`config.mk`:
```
export PLATFORM = sky130hd
export DESIGN_NAME = busmst_engine
export DESIGN_NICKNAME = d
export VERILOG_FILES = /design/src/rtl/busmst_pkg.sv /design/src/rtl/busmst_align_chk.sv /design/src/rtl/busmst_merge.sv /design/src/rtl/busmst_seq.sv /design/src/rtl/busmst_engine.sv
export SDC_FILE = /design/constraint.sdc
export NUM_CORES = 1
export LEC_CHECK = 0
export ABC_AREA = 1
export BUFFER_PORTS_ARGS = -buffer_cell sky130_fd_sc_hd__buf_2
export CAP_MARGIN = 20
export CORE_ASPECT_RATIO = 0.9
export CORE_MARGIN = 8
export CORE_UTILIZATION = 35
export CTS_BUF_LIST = sky130_fd_sc_hd__clkbuf_8
export DETAILED_ROUTE_END_ITERATION = 10
export PLACE_DENSITY = 0.58
export SYNTH_ARGS = -nofsm -noshare
export SYNTH_HDL_FRONTEND = slang
export SYNTH_SLANG_ARGS = --single-unit
export TNS_END_PERCENT = 50
```
`constraint.sdc`:
```
create_clock -name clk -period 2.11 [get_ports clk]
set_input_delay 0.3165 -clock clk [delete_from_list [all_inputs] [get_ports clk]]
set_output_delay 0.3165 -clock clk [all_outputs]
set_load 0.02 [all_outputs]
```
`src/rtl/busmst_pkg.sv`:
```
`timescale 1ns/1ps
package busmst_pkg;

   // Phase of the current bus cycle. A read waits in PH_TWO, a write waits in PH_THREE.
   typedef enum logic [1:0] {
      PH_IDLE  = 2'd0,
      PH_ONE   = 2'd1,
      PH_TWO   = 2'd2,
      PH_THREE = 2'd3
   } phase_t;

endpackage

```
`src/rtl/busmst_align_chk.sv`:
```
`timescale 1ns/1ps
// Natural alignment test: the address bits below the access size must be zero.
module busmst_align_chk #(
   parameter int SIZE_W = 2,
   parameter int LOW_W  = 3
) (
   input  logic [SIZE_W-1:0] size_i,
   input  logic [LOW_W-1:0]  addr_low_i,
   output logic              misaligned_o
);
   logic [LOW_W-1:0] mask;

   always_comb begin
      for (int i = 0; i < LOW_W; i++) begin
         mask[i] = (int'(size_i) > i);
      end
   end

   assign misaligned_o = |(addr_low_i & mask);
endmodule

```
`src/rtl/busmst_merge.sv`:
```
`timescale 1ns/1ps
// Little-endian reassembly of two adjacent bus words.
module busmst_merge #(
   parameter int DATA_W = 32,
   parameter int OFF_W  = 2
) (
   input  logic [DATA_W-1:0] lo_i,
   input  logic [DATA_W-1:0] hi_i,
   input  logic [OFF_W-1:0]  off_i,
   output logic [DATA_W-1:0] data_o
);
   localparam int PAIR_W = 2 * DATA_W;

   logic [PAIR_W-1:0] pair;
   logic [PAIR_W-1:0] shifted;

   always_comb begin
      pair    = {hi_i, lo_i};
      shifted = pair >> (8 * int'(off_i));
      data_o  = shifted[DATA_W-1:0];
   end
endmodule

```
`src/rtl/busmst_seq.sv`:
```
`timescale 1ns/1ps
// Bus phase sequencer: request capture, phase walk, wait handling, split reads.
module busmst_seq
   import busmst_pkg::*;
#(
   parameter int ADDR_W = 16,
   parameter int DATA_W = 32,
   parameter int SIZE_W = 2,
   parameter int OFF_W  = 2
) (
   input  logic              clk,
   input  logic              rst_n,
   input  logic              req_i,
   input  logic              req_we_i,
   input  logic [SIZE_W-1:0] req_size_i,
   input  logic [ADDR_W-1:0] req_addr_i,
   input  logic [DATA_W-1:0] req_wdata_i,
   input  logic              misal_i,
   input  logic              strict_i,
   input  logic              bus_ready_i,
   input  logic [DATA_W-1:0] bus_rdata_i,
   input  logic [DATA_W-1:0] merged_i,
   output logic              ack_o,
   output logic              err_o,
   output logic [DATA_W-1:0] rdata_o,
   output logic [ADDR_W-1:0] bus_addr_o,
   output logic [SIZE_W-1:0] bus_size_o,
   output logic              bus_rd_o,
   output logic              bus_wr_o,
   output logic [DATA_W-1:0] bus_wdata_o,
   output logic [DATA_W-1:0] lo_word_o,
   output logic [OFF_W-1:0]  offset_o
);
   localparam logic [ADDR_W-1:0] STEP      = ADDR_W'(DATA_W / 8);
   localparam logic [SIZE_W-1:0] FULL_SIZE = SIZE_W'(OFF_W);

   phase_t            phase_q;
   logic              we_q, split_q, upper_q, ack_q, err_q;
   logic [ADDR_W-1:0] addr_q;
   logic [SIZE_W-1:0] size_q;
   logic [DATA_W-1:0] wdata_q, rdata_q, lo_q;

   always_ff @(posedge clk or negedge rst_n) begin
      if (!rst_n) begin
         phase_q <= PH_IDLE;
         we_q    <= 1'b0;
         split_q <= 1'b0;
         upper_q <= 1'b0;
         ack_q   <= 1'b0;
         err_q   <= 1'b0;
         addr_q  <= '0;
         size_q  <= '0;
         wdata_q <= '0;
         rdata_q <= '0;
         lo_q    <= '0;
      end else begin
         ack_q <= 1'b0;
         err_q <= 1'b0;
         unique case (phase_q)
            PH_IDLE: begin
               if (req_i && !ack_q) begin
                  if (misal_i && strict_i) begin
                     ack_q   <= 1'b1;
                     err_q   <= 1'b1;
                     rdata_q <= '0;
                  end else begin
                     we_q    <= req_we_i;
                     addr_q  <= req_addr_i;
                     size_q  <= req_size_i;
                     wdata_q <= req_wdata_i;
                     split_q <= misal_i && !req_we_i && (req_size_i == FULL_SIZE);
                     upper_q <= 1'b0;
                     phase_q <= PH_ONE;
                  end
               end
            end
            PH_ONE: phase_q <= PH_TWO;
            PH_TWO: begin
               if (we_q || bus_ready_i) phase_q <= PH_THREE;
            end
            PH_THREE: begin
               if (we_q) begin
                  if (bus_ready_i) begin
                     ack_q   <= 1'b1;
                     rdata_q <= '0;
                     phase_q <= PH_IDLE;
                  end
               end else if (split_q && !upper_q) begin
                  lo_q    <= bus_rdata_i;
                  upper_q <= 1'b1;
                  phase_q <= PH_ONE;
               end else begin
                  rdata_q <= split_q ? merged_i : bus_rdata_i;
                  ack_q   <= 1'b1;
                  phase_q <= PH_IDLE;
               end
            end
            default: phase_q <= PH_IDLE;
         endcase
      end
   end

   logic              active;
   logic [ADDR_W-1:0] base;

   always_comb begin
      active      = (phase_q != PH_IDLE);
      base        = {addr_q[ADDR_W-1:OFF_W], OFF_W'(0)};
      bus_rd_o    = active && !we_q && (phase_q != PH_THREE);
      bus_wr_o    = active && we_q;
      bus_wdata_o = (bus_wr_o && (phase_q != PH_ONE)) ? wdata_q : '0;
      if (!active)      bus_addr_o = '0;
      else if (split_q) bus_addr_o = upper_q ? base + STEP : base;
      else              bus_addr_o = addr_q;
      if (!active)      bus_size_o = '0;
      else if (split_q) bus_size_o = FULL_SIZE;
      else              bus_size_o = size_q;
   end

   assign ack_o     = ack_q;
   assign err_o     = err_q;
   assign rdata_o   = rdata_q;
   assign lo_word_o = lo_q;
   assign offset_o  = addr_q[OFF_W-1:0];
endmodule

```
`src/rtl/busmst_engine.sv`:
```
`timescale 1ns/1ps
// Memory bus cycle engine: top level.
module busmst_engine #(
   parameter int ADDR_W = 16,
   parameter int DATA_W = 32,
   parameter int SIZE_W = 2
) (
   input  logic              clk,
   input  logic              rst_n,
   input  logic              strict_align_i,
   input  logic              req_i,
   input  logic              req_we_i,
   input  logic [SIZE_W-1:0] req_size_i,
   input  logic [ADDR_W-1:0] req_addr_i,
   input  logic [DATA_W-1:0] req_wdata_i,
   output logic              ack_o,
   output logic              err_o,
   output logic [DATA_W-1:0] rdata_o,
   output logic [ADDR_W-1:0] bus_addr_o,
   output logic [SIZE_W-1:0] bus_size_o,
   output logic              bus_rd_o,
   output logic              bus_wr_o,
   output logic [DATA_W-1:0] bus_wdata_o,
   input  logic [DATA_W-1:0] bus_rdata_i,
   input  logic              bus_ready_i
);
   localparam int LANES = DATA_W / 8;
   localparam int OFF_W = $clog2(LANES);
   localparam int LOW_W = 3;

   generate
      if (DATA_W != 16 && DATA_W != 32 && DATA_W != 64) begin : g_bad_data_w
         $error("busmst_engine: DATA_W must be 16, 32 or 64");
      end
      if (ADDR_W < LOW_W + 1) begin : g_bad_addr_w
         $error("busmst_engine: ADDR_W too small");
      end
      if (SIZE_W != 2) begin : g_bad_size_w
         $error("busmst_engine: SIZE_W must be 2");
      end
   endgenerate

   logic              misal;
   logic [DATA_W-1:0] lo_word, merged;
   logic [OFF_W-1:0]  offset;

   busmst_align_chk #(.SIZE_W(SIZE_W), .LOW_W(LOW_W)) u_align (
      .size_i       (req_size_i),
      .addr_low_i   (req_addr_i[LOW_W-1:0]),
      .misaligned_o (misal)
   );

   busmst_merge #(.DATA_W(DATA_W), .OFF_W(OFF_W)) u_merge (
      .lo_i   (lo_word),
      .hi_i   (bus_rdata_i),
      .off_i  (offset),
      .data_o (merged)
   );

   busmst_seq #(.ADDR_W(ADDR_W), .DATA_W(DATA_W), .SIZE_W(SIZE_W), .OFF_W(OFF_W)) u_seq (
      .clk         (clk),
      .rst_n       (rst_n),
      .req_i       (req_i),
      .req_we_i    (req_we_i),
      .req_size_i  (req_size_i),
      .req_addr_i  (req_addr_i),
      .req_wdata_i (req_wdata_i),
      .misal_i     (misal),
      .strict_i    (strict_align_i),
      .bus_ready_i (bus_ready_i),
      .bus_rdata_i (bus_rdata_i),
      .merged_i    (merged),
      .ack_o       (ack_o),
      .err_o       (err_o),
      .rdata_o     (rdata_o),
      .bus_addr_o  (bus_addr_o),
      .bus_size_o  (bus_size_o),
      .bus_rd_o    (bus_rd_o),
      .bus_wr_o    (bus_wr_o),
      .bus_wdata_o (bus_wdata_o),
      .lo_word_o   (lo_word),
      .offset_o    (offset)
   );
endmodule

```
==> key figures <==
Outcome
  – Outcome: finished, violations left
  – Failing checks: negative setup slack

Detailed routing
  – Via density: 4.86
  – Via Count: around 6500
  – ANT nets after route: 0
  – Post-DR wirelength/cell: 15.6 um
  – Final wirelength: roughly 21000 um
  – Detailed Route Iter0 Violations: 491
  – First-pass DRT Iterations: 5
  – Remaining DRCs: 0

Global route
  – Initial antenna violation count: 2
  – Largest net degree at the start of global routing: 93
  – Congestion Overflow GR: 0
  – Vias in the first global route: ~6300
  – Overall Global Routing Usage: 17.4%
  – First-pass GRT wire length: ~33000 um

STA
  – Slew Viols, Final: 0
  – Setup Viol. Count Final: 4
  – Max-slew headroom: between 60% and 70%
  – Final Hold Vio Count: 0
  – Unrepaired setup endpoints after global routing: yes
  – Clock skew: about 0.01 ns
  – Worst-Margin Slew: between 0.5 and 0.6 ns
  – Max Fclk: between 400 and 500 MHz
  – Final WS setup: -0.0328 ns
  – Fin crit period: approximately 2.1 ns
  – Tcrit/Tclk final: 102%

Logic synthesis
  – Synth top area share: between 40% and 50%
  – Post-Syn Nets: ~1000
  – FF+latch count, synth: 121
  – Area leader, netlist: dfrtp_1
  – Unique masters post-synth: 33
  – Synthesis Warnings: 0
  – Synthesized cell area: 6560 um^2
  – Post-synthesis sequential area ratio: a little under half
  – Synth Instances: about 910
  – Syn Area/Cell: 7.21 um^2
  – Synth area leaders: dfrtp_1, nand2_1, o21ai_0

Min path
  – Hold Crit Class: in -> reg

CTS
  – Num CTS Buffers: 17
  – CTS H-tree depth: 4
  – Clock sinks: about 120
  – Worst-path clk slew: about 0.080 ns
  – Clk_lat worst skew: between 0.4 and 0.5 ns
  – CTS tree: yes
  – Clock Root Buffer: clkbuf_8
  – Clock Path Buffers: 2

Power and ir drop
  – Leakage: 4.41 nW
  – IR drop worst, VDD: 0.000846 V
  – Power per Cell Area: roughly 1600 nW/um^2
  – Total power draw: ~0.014 W

Die
  – Core area: about 18000 um^2
  – Initial Utilization: a little over a third
  – Die footprint: approximately 23000 um^2
  – Die Height: ~150 um
  – IO Pins: roughly 170
  – Die X: approximately 160 um
  – # rows: between 40 and 50

Worst setup path
  – CP required: 1.79 ns
  – Crit end category: output pin
  – Peak fanout along the critical path: 4
  – CP Class: reg -> out
  – Critical path startpoint category: flip-flop
  – R2R setup slack: 0.13 ns
  – Arr. time, crit path: ~1.8 ns

Flow run
  – Max Cap Viol: 0

Cells and area
  – Fill cell count: 1899
  – Final Non-Filler Cells: around 1300
  – Area growth, synth to finish: 31.5%
  – Layout cells sized above 1: between 20 and 30%
  – Final net count: around 1200

Place
  – Port bufs: 173
  – DP Cell Count: around 1300
  – Post-DP HPWL: approximately 14000 um
  – Final GP Congestion: 0.869
==> path summary, 6_finish.rpt <==
kind                                  startpoint                end  depth (start not counted)
worst max-delay path             u_seq.addr_q[3]      bus_addr_o[9]                          7
worst min-delay path               req_addr_i[5]    u_seq.addr_q[5]                          3
worst max register to register  u_seq.phase_q[0]   u_seq.rdata_o[3]                         10
worst min register to register  u_seq.rdata_o[2]   u_seq.rdata_o[2]                          2
max in group asynchronous                  rst_n      u_seq.upper_q                          3
min in group asynchronous                  rst_n  u_seq.rdata_o[12]                          2
==> flip-flops by register name, summed over array words and instances, names as in the netlist <==
register         flops
u_seq.ack_o          1
u_seq.addr_q        16
u_seq.err_o          1
u_seq.lo_word_o     32
u_seq.phase_q        2
u_seq.rdata_o       32
u_seq.size_q         2
u_seq.split_q        1
u_seq.upper_q        1
u_seq.wdata_q       32
u_seq.we_q           1
==> cells in the mapped netlist (all sizes together) <==
library cell  number
o21ai            134
a21oi             22
clkinv             2
nand3b             1
nor3               8
nand3             80
nor2              61
nand2            312
nor3b              2
clkbuf            25
a211oi             1
inv               87
a31oi              2
or2                1
o211ai             9
buf               28
dfrtp            121
ha                 5
mux2               2
o21bai             1
nand4              4
xnor2              1
==> metal layers <==
layer  GRT usage [%]  up-vias  wire length (um)
met3            6.22       28              1680
met5               0        -                 8
li1                -     3255                 -
met4            5.70        2               344
met1            23.0     3004              9720
met2            25.9      244              9140
==> layout make-up <==
cell class	count	area [um^2]	area share, %
diodes	1	2.50	0.0290
clock buffers	19	262	3.03
clock inverters	13	175	2.03
inverters	89	347	4.02
multi-input cells	646	3090	35.8
flip-flops and latches	121	3030	35.2
well taps	245	307	3.56
repair buffers	209	1410	16.3
==> critical path, stage by stage, from the launching register on <==
cell	delay [ns]
dfrtp_1	0.36
buf_4	0.13
nand4_1	0.20
nor2_2	0.22
nand3b_1	0.13
o21ai_1	0.13
a21oi_1	0.05
buf_4	0.17
==> per-stage QoR <==
stage	TNS (ns)	util, %	hold slack, ns	cell area, um^2	setup slack, ns
after floorplan	0	-	0.0209	6560	0.0748
after global placement	0	41.8	0.328	7690	0.255
after detailed placement	0	41.8	0.327	7690	0.210
after CTS	-0.212	44.9	0.0449	8270	-0.0866
after global routing	-2.18	46.8	0.0487	8620	-0.165
final	-0.113	46.8	0.0707	8620	-0.0328
==> cells in the final DEF, fill, tap and decap left out, types with 2 or more instances in the layout <==
cell type  count
o211ai_1       9
mux2_2         2
buf_4         56
clkinv_1       2
clkbuf_8      19
nor2_4         7
a21oi_1       22
nor3_1         4
nand3_1       80
nor2_1        26
inv_1         81
dfrtp_1      118
inv_2          5
bufinv_16      4
buf_2        130
nand2_4        3
nand4_1        4
nor3_4         2
nand2_2        5
o21ai_0      103
buf_12         6
nor3b_2        2
nor3_2         2
ha_2           2
o21ai_1       31
buf_6         14
ha_1           2
clkinv_4       2
clkbuf_16      2
dfrtp_2        3
clkinv_2       6
nand2_1      304
nor2_2        28
a31oi_1        2
==> power breakdown <==
| group | internal [W] | leakage [nW] | switching [W] | total, W |
|---|---|---|---|---|
| sequential | 0.00338 | 1.50 | 0.000608 | 0.00399 |
| clock | 0.00134 | 0.225 | 0.00101 | 0.00235 |
| combinational | 0.00260 | 2.69 | 0.00478 | 0.00738 |
| total | 0.00733 | 4.41 | 0.00639 | 0.0137 |
==> kinds of logic (layout without fill, tap and decap cells) <==
kind of cell	count (synthesis)	in the layout	synth area share, %
multiplexers	2	2	0.343
XOR/XNOR	1	1	0.134
other	0	1	0
flip-flops	121	121	46.2
AND/OR/NAND/NOR	469	469	29.5
AO/OA/AOI/OAI	169	169	13.4
adder cells (fa/ha/maj)	5	5	0.954
buffers and inverters	142	330	9.43
==> repair_timing <==
action,in CTS,in global routing
buffers inserted,5,6
hold buffers,1,0
gates resized for setup,33,89
hold endpoints to repair,33,0
endpoints found under the setup margin,49,46
gates cloned,0,2
pin swaps,2,6
Power figures use the tool's default switching activity.
